<file path="config.mk">
export PLATFORM = sky130hd
export DESIGN_NAME = tick_timer_bank
export DESIGN_NICKNAME = d
export VERILOG_FILES = /design/src/rtl/ttb_pkg.sv /design/src/rtl/ttb_prescaler.sv /design/src/rtl/ttb_channel.sv /design/src/rtl/ttb_readmux.sv /design/src/rtl/tick_timer_bank.sv
export SDC_FILE = /design/constraint.sdc
export NUM_CORES = 1
export LEC_CHECK = 0
export CORE_MARGIN = 1
export CORE_UTILIZATION = 55
export DETAILED_ROUTE_END_ITERATION = 7
export PLACE_DENSITY = 0.87
export SYNTH_ARGS = -nofsm -noshare
export SYNTH_HDL_FRONTEND = slang
export SYNTH_SLANG_ARGS = --single-unit
</file>
<file path="constraint.sdc">
create_clock -name clk -period 3.33 [get_ports clk]
set_input_delay 0.666 -clock clk [delete_from_list [all_inputs] [get_ports clk]]
set_output_delay 0.666 -clock clk [all_outputs]
set_load 0.005 [all_outputs]
</file>
<file path="src/rtl/ttb_pkg.sv">
package ttb_pkg;
  localparam int DATA_W = 32;

  // unit-level byte offsets
  localparam logic [7:0] OFS_PS_VAL = 8'h00;
  localparam logic [7:0] OFS_PS_RLD = 8'h04;
  localparam logic [7:0] OFS_STATUS = 8'h08;

  // offsets inside a 16-byte channel window
  localparam logic [3:0] OFS_CNT = 4'h0;
  localparam logic [3:0] OFS_RLD = 4'h4;
  localparam logic [3:0] OFS_CTL = 4'h8;

  // control word bit positions
  localparam int CB_EN   = 0;
  localparam int CB_AUTO = 1;
  localparam int CB_LOAD = 2;
  localparam int CB_IE   = 3;
  localparam int CB_PEND = 4;

  function automatic logic [DATA_W-1:0] status_word(input int nch, input int irq_base);
    logic [DATA_W-1:0] w;
    w = '0;
    w[2:0] = 3'(nch % 8);
    w[7:3] = 5'(irq_base % 32);
    w[8]   = 1'b1;
    w[9]   = 1'b1;
    return w;
  endfunction
endpackage

</file>
<file path="src/rtl/ttb_prescaler.sv">
module ttb_prescaler #(
  parameter int PS_W = 16
) (
  input  logic            clk,
  input  logic            rst,
  input  logic            val_we,
  input  logic            rld_we,
  input  logic [PS_W-1:0] wdata,
  output logic [PS_W-1:0] val_o,
  output logic [PS_W-1:0] rld_o,
  output logic            tick_o
);
  logic [PS_W-1:0] val_q, rld_q;
  logic            tick_q;

  always_ff @(posedge clk) begin
    if (rst) begin
      val_q  <= '0;
      rld_q  <= '0;
      tick_q <= 1'b0;
    end else begin
      if (rld_we) rld_q <= wdata;
      if (val_we) begin
        val_q  <= wdata;
        tick_q <= 1'b0;
      end else if (val_q == '0) begin
        val_q  <= rld_q;
        tick_q <= 1'b1;
      end else begin
        val_q  <= val_q - 1'b1;
        tick_q <= 1'b0;
      end
    end
  end

  assign val_o  = val_q;
  assign rld_o  = rld_q;
  assign tick_o = tick_q;
endmodule

</file>
<file path="src/rtl/ttb_channel.sv">
module ttb_channel
  import ttb_pkg::*;
#(
  parameter int CNT_W = 32
) (
  input  logic              clk,
  input  logic              rst,
  input  logic              tick,
  input  logic              cnt_we,
  input  logic              rld_we,
  input  logic              ctl_we,
  input  logic [DATA_W-1:0] wdata,
  output logic [CNT_W-1:0]  cnt_o,
  output logic [CNT_W-1:0]  rld_o,
  output logic [DATA_W-1:0] ctl_o,
  output logic              pend_o,
  output logic              irq_o
);
  logic [CNT_W-1:0] cnt_q, rld_q;
  logic             en_q, auto_q, ie_q, pend_q, irq_q;
  logic             expire;
  logic             pend_clr;

  assign expire   = tick && en_q && (cnt_q == '0);
  assign pend_clr = ctl_we && wdata[CB_PEND];

  always_ff @(posedge clk) begin
    if (rst) begin
      cnt_q  <= '0;
      rld_q  <= '0;
      en_q   <= 1'b0;
      auto_q <= 1'b0;
      ie_q   <= 1'b0;
      pend_q <= 1'b0;
      irq_q  <= 1'b0;
    end else begin
      irq_q <= expire && ie_q;
      // an expiry in the same cycle as a clearing write keeps the flag set
      pend_q <= (pend_q && !pend_clr) || (expire && ie_q);
      if (rld_we) rld_q <= wdata[CNT_W-1:0];
      if (ctl_we) begin
        en_q   <= wdata[CB_EN];
        auto_q <= wdata[CB_AUTO];
        ie_q   <= wdata[CB_IE];
        if (wdata[CB_LOAD]) cnt_q <= rld_q;
      end else if (cnt_we) begin
        cnt_q <= wdata[CNT_W-1:0];
      end else if (expire) begin
        if (auto_q) begin
          cnt_q <= rld_q;
        end else begin
          cnt_q <= cnt_q - 1'b1;
          en_q  <= 1'b0;
        end
      end else if (tick && en_q) begin
        cnt_q <= cnt_q - 1'b1;
      end
    end
  end

  always_comb begin
    ctl_o          = '0;
    ctl_o[CB_EN]   = en_q;
    ctl_o[CB_AUTO] = auto_q;
    ctl_o[CB_IE]   = ie_q;
    ctl_o[CB_PEND] = pend_q;
  end

  assign cnt_o  = cnt_q;
  assign rld_o  = rld_q;
  assign pend_o = pend_q;
  assign irq_o  = irq_q;
endmodule

</file>
<file path="src/rtl/ttb_readmux.sv">
module ttb_readmux
  import ttb_pkg::*;
#(
  parameter int NCH      = 2,
  parameter int CNT_W    = 32,
  parameter int PS_W     = 16,
  parameter int ADDR_W   = 8,
  parameter int IRQ_BASE = 8
) (
  input  logic [ADDR_W-1:0]           addr,
  input  logic [PS_W-1:0]             ps_val,
  input  logic [PS_W-1:0]             ps_rld,
  input  logic [NCH-1:0][CNT_W-1:0]   ch_cnt,
  input  logic [NCH-1:0][CNT_W-1:0]   ch_rld,
  input  logic [NCH-1:0][DATA_W-1:0]  ch_ctl,
  output logic [DATA_W-1:0]           data
);
  localparam int WIN_W = ADDR_W - 4;
  localparam logic [DATA_W-1:0] STATUS = status_word(NCH, IRQ_BASE);

  always_comb begin
    data = '0;
    if (addr == ADDR_W'(OFS_PS_VAL)) data = DATA_W'(ps_val);
    if (addr == ADDR_W'(OFS_PS_RLD)) data = DATA_W'(ps_rld);
    if (addr == ADDR_W'(OFS_STATUS)) data = STATUS;
    for (int n = 0; n < NCH; n++) begin
      if (addr[ADDR_W-1:4] == WIN_W'(n + 1)) begin
        case (addr[3:0])
          OFS_CNT: data = DATA_W'(ch_cnt[n]);
          OFS_RLD: data = DATA_W'(ch_rld[n]);
          OFS_CTL: data = ch_ctl[n];
          default: data = '0;
        endcase
      end
    end
  end
endmodule

</file>
<file path="src/rtl/tick_timer_bank.sv">
module tick_timer_bank
  import ttb_pkg::*;
#(
  parameter int NCH      = 2,
  parameter int CNT_W    = 32,
  parameter int PS_W     = 16,
  parameter int ADDR_W   = 8,
  parameter int IRQ_BASE = 8
) (
  input  logic              clk,
  input  logic              rst,
  input  logic              bus_we,
  input  logic [ADDR_W-1:0] bus_addr,
  input  logic [31:0]       bus_wdata,
  output logic [31:0]       bus_rdata,
  output logic [NCH-1:0]    irq
);
  localparam int WIN_W = ADDR_W - 4;

  initial begin
    if (NCH < 1 || NCH > 8) $error("NCH must be 1..8");
    if (ADDR_W < 8) $error("ADDR_W must be at least 8");
  end

  logic [PS_W-1:0]             ps_val, ps_rld;
  logic                        ps_tick;
  logic [NCH-1:0][CNT_W-1:0]   ch_cnt, ch_rld;
  logic [NCH-1:0][DATA_W-1:0]  ch_ctl;
  logic [NCH-1:0]              pend_vec;
  logic [DATA_W-1:0]           rd_next;
  logic [DATA_W-1:0]           rdata_q;

  ttb_prescaler #(.PS_W(PS_W)) u_ps (
    .clk    (clk),
    .rst    (rst),
    .val_we (bus_we && bus_addr == ADDR_W'(OFS_PS_VAL)),
    .rld_we (bus_we && bus_addr == ADDR_W'(OFS_PS_RLD)),
    .wdata  (bus_wdata[PS_W-1:0]),
    .val_o  (ps_val),
    .rld_o  (ps_rld),
    .tick_o (ps_tick)
  );

  for (genvar n = 0; n < NCH; n++) begin : g_ch
    logic hit;
    assign hit = bus_we && (bus_addr[ADDR_W-1:4] == WIN_W'(n + 1));
    ttb_channel #(.CNT_W(CNT_W)) u_ch (
      .clk    (clk),
      .rst    (rst),
      .tick   (ps_tick),
      .cnt_we (hit && bus_addr[3:0] == OFS_CNT),
      .rld_we (hit && bus_addr[3:0] == OFS_RLD),
      .ctl_we (hit && bus_addr[3:0] == OFS_CTL),
      .wdata  (bus_wdata),
      .cnt_o  (ch_cnt[n]),
      .rld_o  (ch_rld[n]),
      .ctl_o  (ch_ctl[n]),
      .pend_o (pend_vec[n]),
      .irq_o  (irq[n])
    );
  end

  ttb_readmux #(
    .NCH(NCH), .CNT_W(CNT_W), .PS_W(PS_W), .ADDR_W(ADDR_W), .IRQ_BASE(IRQ_BASE)
  ) u_rd (
    .addr   (bus_addr),
    .ps_val (ps_val),
    .ps_rld (ps_rld),
    .ch_cnt (ch_cnt),
    .ch_rld (ch_rld),
    .ch_ctl (ch_ctl),
    .data   (rd_next)
  );

  always_ff @(posedge clk) begin
    if (rst) rdata_q <= '0;
    else     rdata_q <= rd_next;
  end

  assign bus_rdata = rdata_q;
endmodule

</file>
==> results.sh <==
export IMPL_yosysSeqAreaShare_pct=36.5
export IMPL_synthCells=1459
export IMPL_drt_iter0_markers=1806
export IMPL_cp_arrival_ns=3.43
export IMPL_seq_area_um2=4060
export IMPL_finalWirelength_um=39800
export IMPL_p_comb_share_pct=17.3
export IMPL_row_count=51
export IMPL_slew_viol_final=0
export IMPL_swShare_pct=28.5
export IMPL_die_area_um2=20800
export IMPL_slowest_stage="a21oi_2"
export IMPL_worst_pin_slew_ns=1.32
export IMPL_synth_cell_types=72
export IMPL_area_growth_syn_to_layout_pct=17.7
export IMPL_tritoncts="done"
export IMPL_diodes=0
export IMPL_synth_flop_cell="dfxtp_1"
export IMPL_peakVddDrop_mv=0.350
export IMPL_via_count=12349
export IMPL_clkPwrFrac_pct=41.3
export IMPL_antenna_found_initial=0
export IMPL_placed_cells=1747
export IMPL_p_switching_uw=1800
export IMPL_pwr_share_seq_pct=41.3
export IMPL_setup_tns_ns=0
export IMPL_grt_overflow_total=0
export IMPL_coreArea_um2=19700
export IMPL_grt_pass1_wl_um=62700
export IMPL_post_cts_buffers=0
export IMPL_cap_violations=0
export IMPL_path_max_fanout=24
export IMPL_status="finished, final reports clean"
export IMPL_wl_per_cell_um=22.3
export IMPL_post_route_period_util_pct=90.3
export IMPL_firstDrtPassIters=6
export IMPL_fin_area_um2=13100
export IMPL_drc=0
export IMPL_hold_ws_ns=0.468
export IMPL_total_leakage_power_uw=0.00481
export IMPL_clock_sinks=203
export IMPL_synthArstFlopShare_pct=0
export IMPL_maxSlewHeadroom_pct=12.2
export IMPL_yosysWarnings=0
export IMPL_clk_latency_ns=0.52
export IMPL_cts_repair_resized=0
export IMPL_die_y_um=144
export IMPL_hold_buffers=0
export IMPL_track_usage_pct=38.8
export IMPL_cts_reportedPaths_clkPinSlew_ns=0.06
export IMPL_synth_area_um2=11100
export IMPL_fin_nets=1554
export IMPL_start_util_pct=56.7
export IMPL_criticalPathCategory="in2reg"
export IMPL_num_fill_cells=1674
export IMPL_cts_htree_levels=1
export IMPL_instances_no_fill=1787
export IMPL_num_io_pins=77
export IMPL_power_density_nw_per_um2=482
export IMPL_routabilityCongestion=0.998
export IMPL_drtAntennaViolNets=0
export IMPL_dp_hpwl_um=26900
export IMPL_synth_edff_count=0
export IMPL_clockBufferDepth=3
export IMPL_timing_fmax_mhz=333
export IMPL_finalSetupViolCount=0
export IMPL_crit_chain="clkdlybuf4s50_1 > nor4b_1 > buf_4 > nand2_1 > a21oi_2 > buf_4 > a221oi_1 > a221oi_1"
export IMPL_cp_start_kind="primary input"
export IMPL_ys_seq_elements=203
export IMPL_layout_common_cells="nand2_1, dfxtp_1, a21oi_1, o21ai_0, clkdlybuf4s50_1"
export IMPL_crit_required_ns=3.75
export IMPL_rsz0062_at_grt="false"
export IMPL_multi_input_area_um2=6550
export IMPL_syn_avg_cell_area_um2=7.63
export IMPL_grt_pass1_vias=11297
export IMPL_place_area_um2=12300
export IMPL_min_path_type="reg2reg"
export IMPL_grt_max_degree=62
export IMPL_final_common_cell="nand2_1"
export IMPL_period_needed_ns=3.01
export IMPL_power_internal_uw=4520
export IMPL_fin_skew_ns=0.0103
export IMPL_die_x_um=144
export IMPL_end_kind="flip-flop"
export IMPL_postSynthNetCount=1506
export IMPL_portBuffers=76
export IMPL_drive_gt1_share_pct=9.72
export IMPL_slowest_delay_ns=1.04
export IMPL_final_util_pct=66.7
export IMPL_cts_buffers_inserted=23
export IMPL_finalHoldViolCount=0
export IMPL_drt_vias_per_instance=6.91
export IMPL_cts_root_buf="clkbuf_16"
-- per-stage QoR --
step	power [uW]	setup slack [ns]
2_1_floorplan	3380	0.582
3_3_place_gp	3690	0.0294
3_5_place_dp	3720	-0.103
4_1_cts	6270	0.418
5_1_grt	6530	0.124
6_report	6320	0.324
-- metal layers --
metal	global-route usage, %	vias to the layer above	wire length (um)	share of wire [%]
met5	0	-	0	0
met4	26.6	0	3140	7.9
met3	7.28	211	4680	12
met2	57.6	948	17000	43
met1	50.8	5687	15000	38
li1	-	5503	-	-
-- area by class of cell --
class | count | area share (%)
Multi-Input combinational cell | 1118 | 50.0
Sequential cell | 203 | 31.0
Timing Repair Buffer | 150 | 10.4
Clock buffer | 31 | 5.08
Tap cell | 265 | 2.53
Clock inverter | 9 | 0.763
Inverter | 11 | 0.315
-- state kept, by name, summed over array words and instances (netlist names) --
signal / flops
g_ch.u_ch.auto_q: 2
g_ch.u_ch.cnt_o: 64
u_ps.val_o: 16
u_ps.rld_o: 16
bus_rdata: 32
g_ch.u_ch.ie_q: 2
g_ch.u_ch.en_q: 2
g_ch.u_ch.rld_o: 64
u_ps.tick_o: 1
g_ch.u_ch.pend_o: 2
g_ch.u_ch.irq_o: 2
-- path summary, 6_finish.rpt --
path                          from                     to  slack, ns  depth (start not counted)
min reg2reg         u_ps.rld_o[14]         u_ps.rld_o[14]       0.47                          2
max reg2reg  g_ch[1].u_ch.cnt_o[2]  g_ch[1].u_ch.cnt_o[0]       0.42                          7
max                    bus_addr[1]  g_ch[0].u_ch.cnt_o[0]       0.32                          8
min                 u_ps.rld_o[14]         u_ps.rld_o[14]       0.47                          2
-- power groups by stage --
stage	Sequential, uW	Clock [uW]	Combinational, uW
finish	2610	2610	1090
global route	2620	2710	1210
CTS	2600	2600	1070
detailed placement	2650	0	1060
global placement	2650	0	1040
floorplan	2620	0	768
-- synthesized netlist by cell type (22+ instances only) --
cell	n	area [um2]
a221oi_1	36	315
o21ai_0	87	435
a22o_1	23	201
mux2i_1	22	220
nand2_1	255	957
dfxtp_1	203	4060
clkbuf_1	112	420
xnor2_1	24	210
o211ai_1	32	240
xor2_1	26	228
a21oi_1	186	931
nor4_1	23	144
nor3_1	43	215
nor2_1	71	267
a22oi_1	36	270
nand3_1	29	145
o22ai_1	28	175
-- critical path: cells and delay by family --
family,cells,cell delay [ns]
AO/OA/AOI/OAI,3,1.37
AND/OR/NAND/NOR,2,0.43
buffers and inverters,3,0.97
-- logic make-up after synthesis --
family | synth area share, %
AND/OR/NAND/NOR | 22.3
buffers and inverters | 4.92
flip-flops | 36.5
multiplexers | 2.18
XOR/XNOR | 3.93
adder cells (fa/ha/maj) | 0.449
AO/OA/AOI/OAI | 29.7
(Power assumes the default switching activity.)
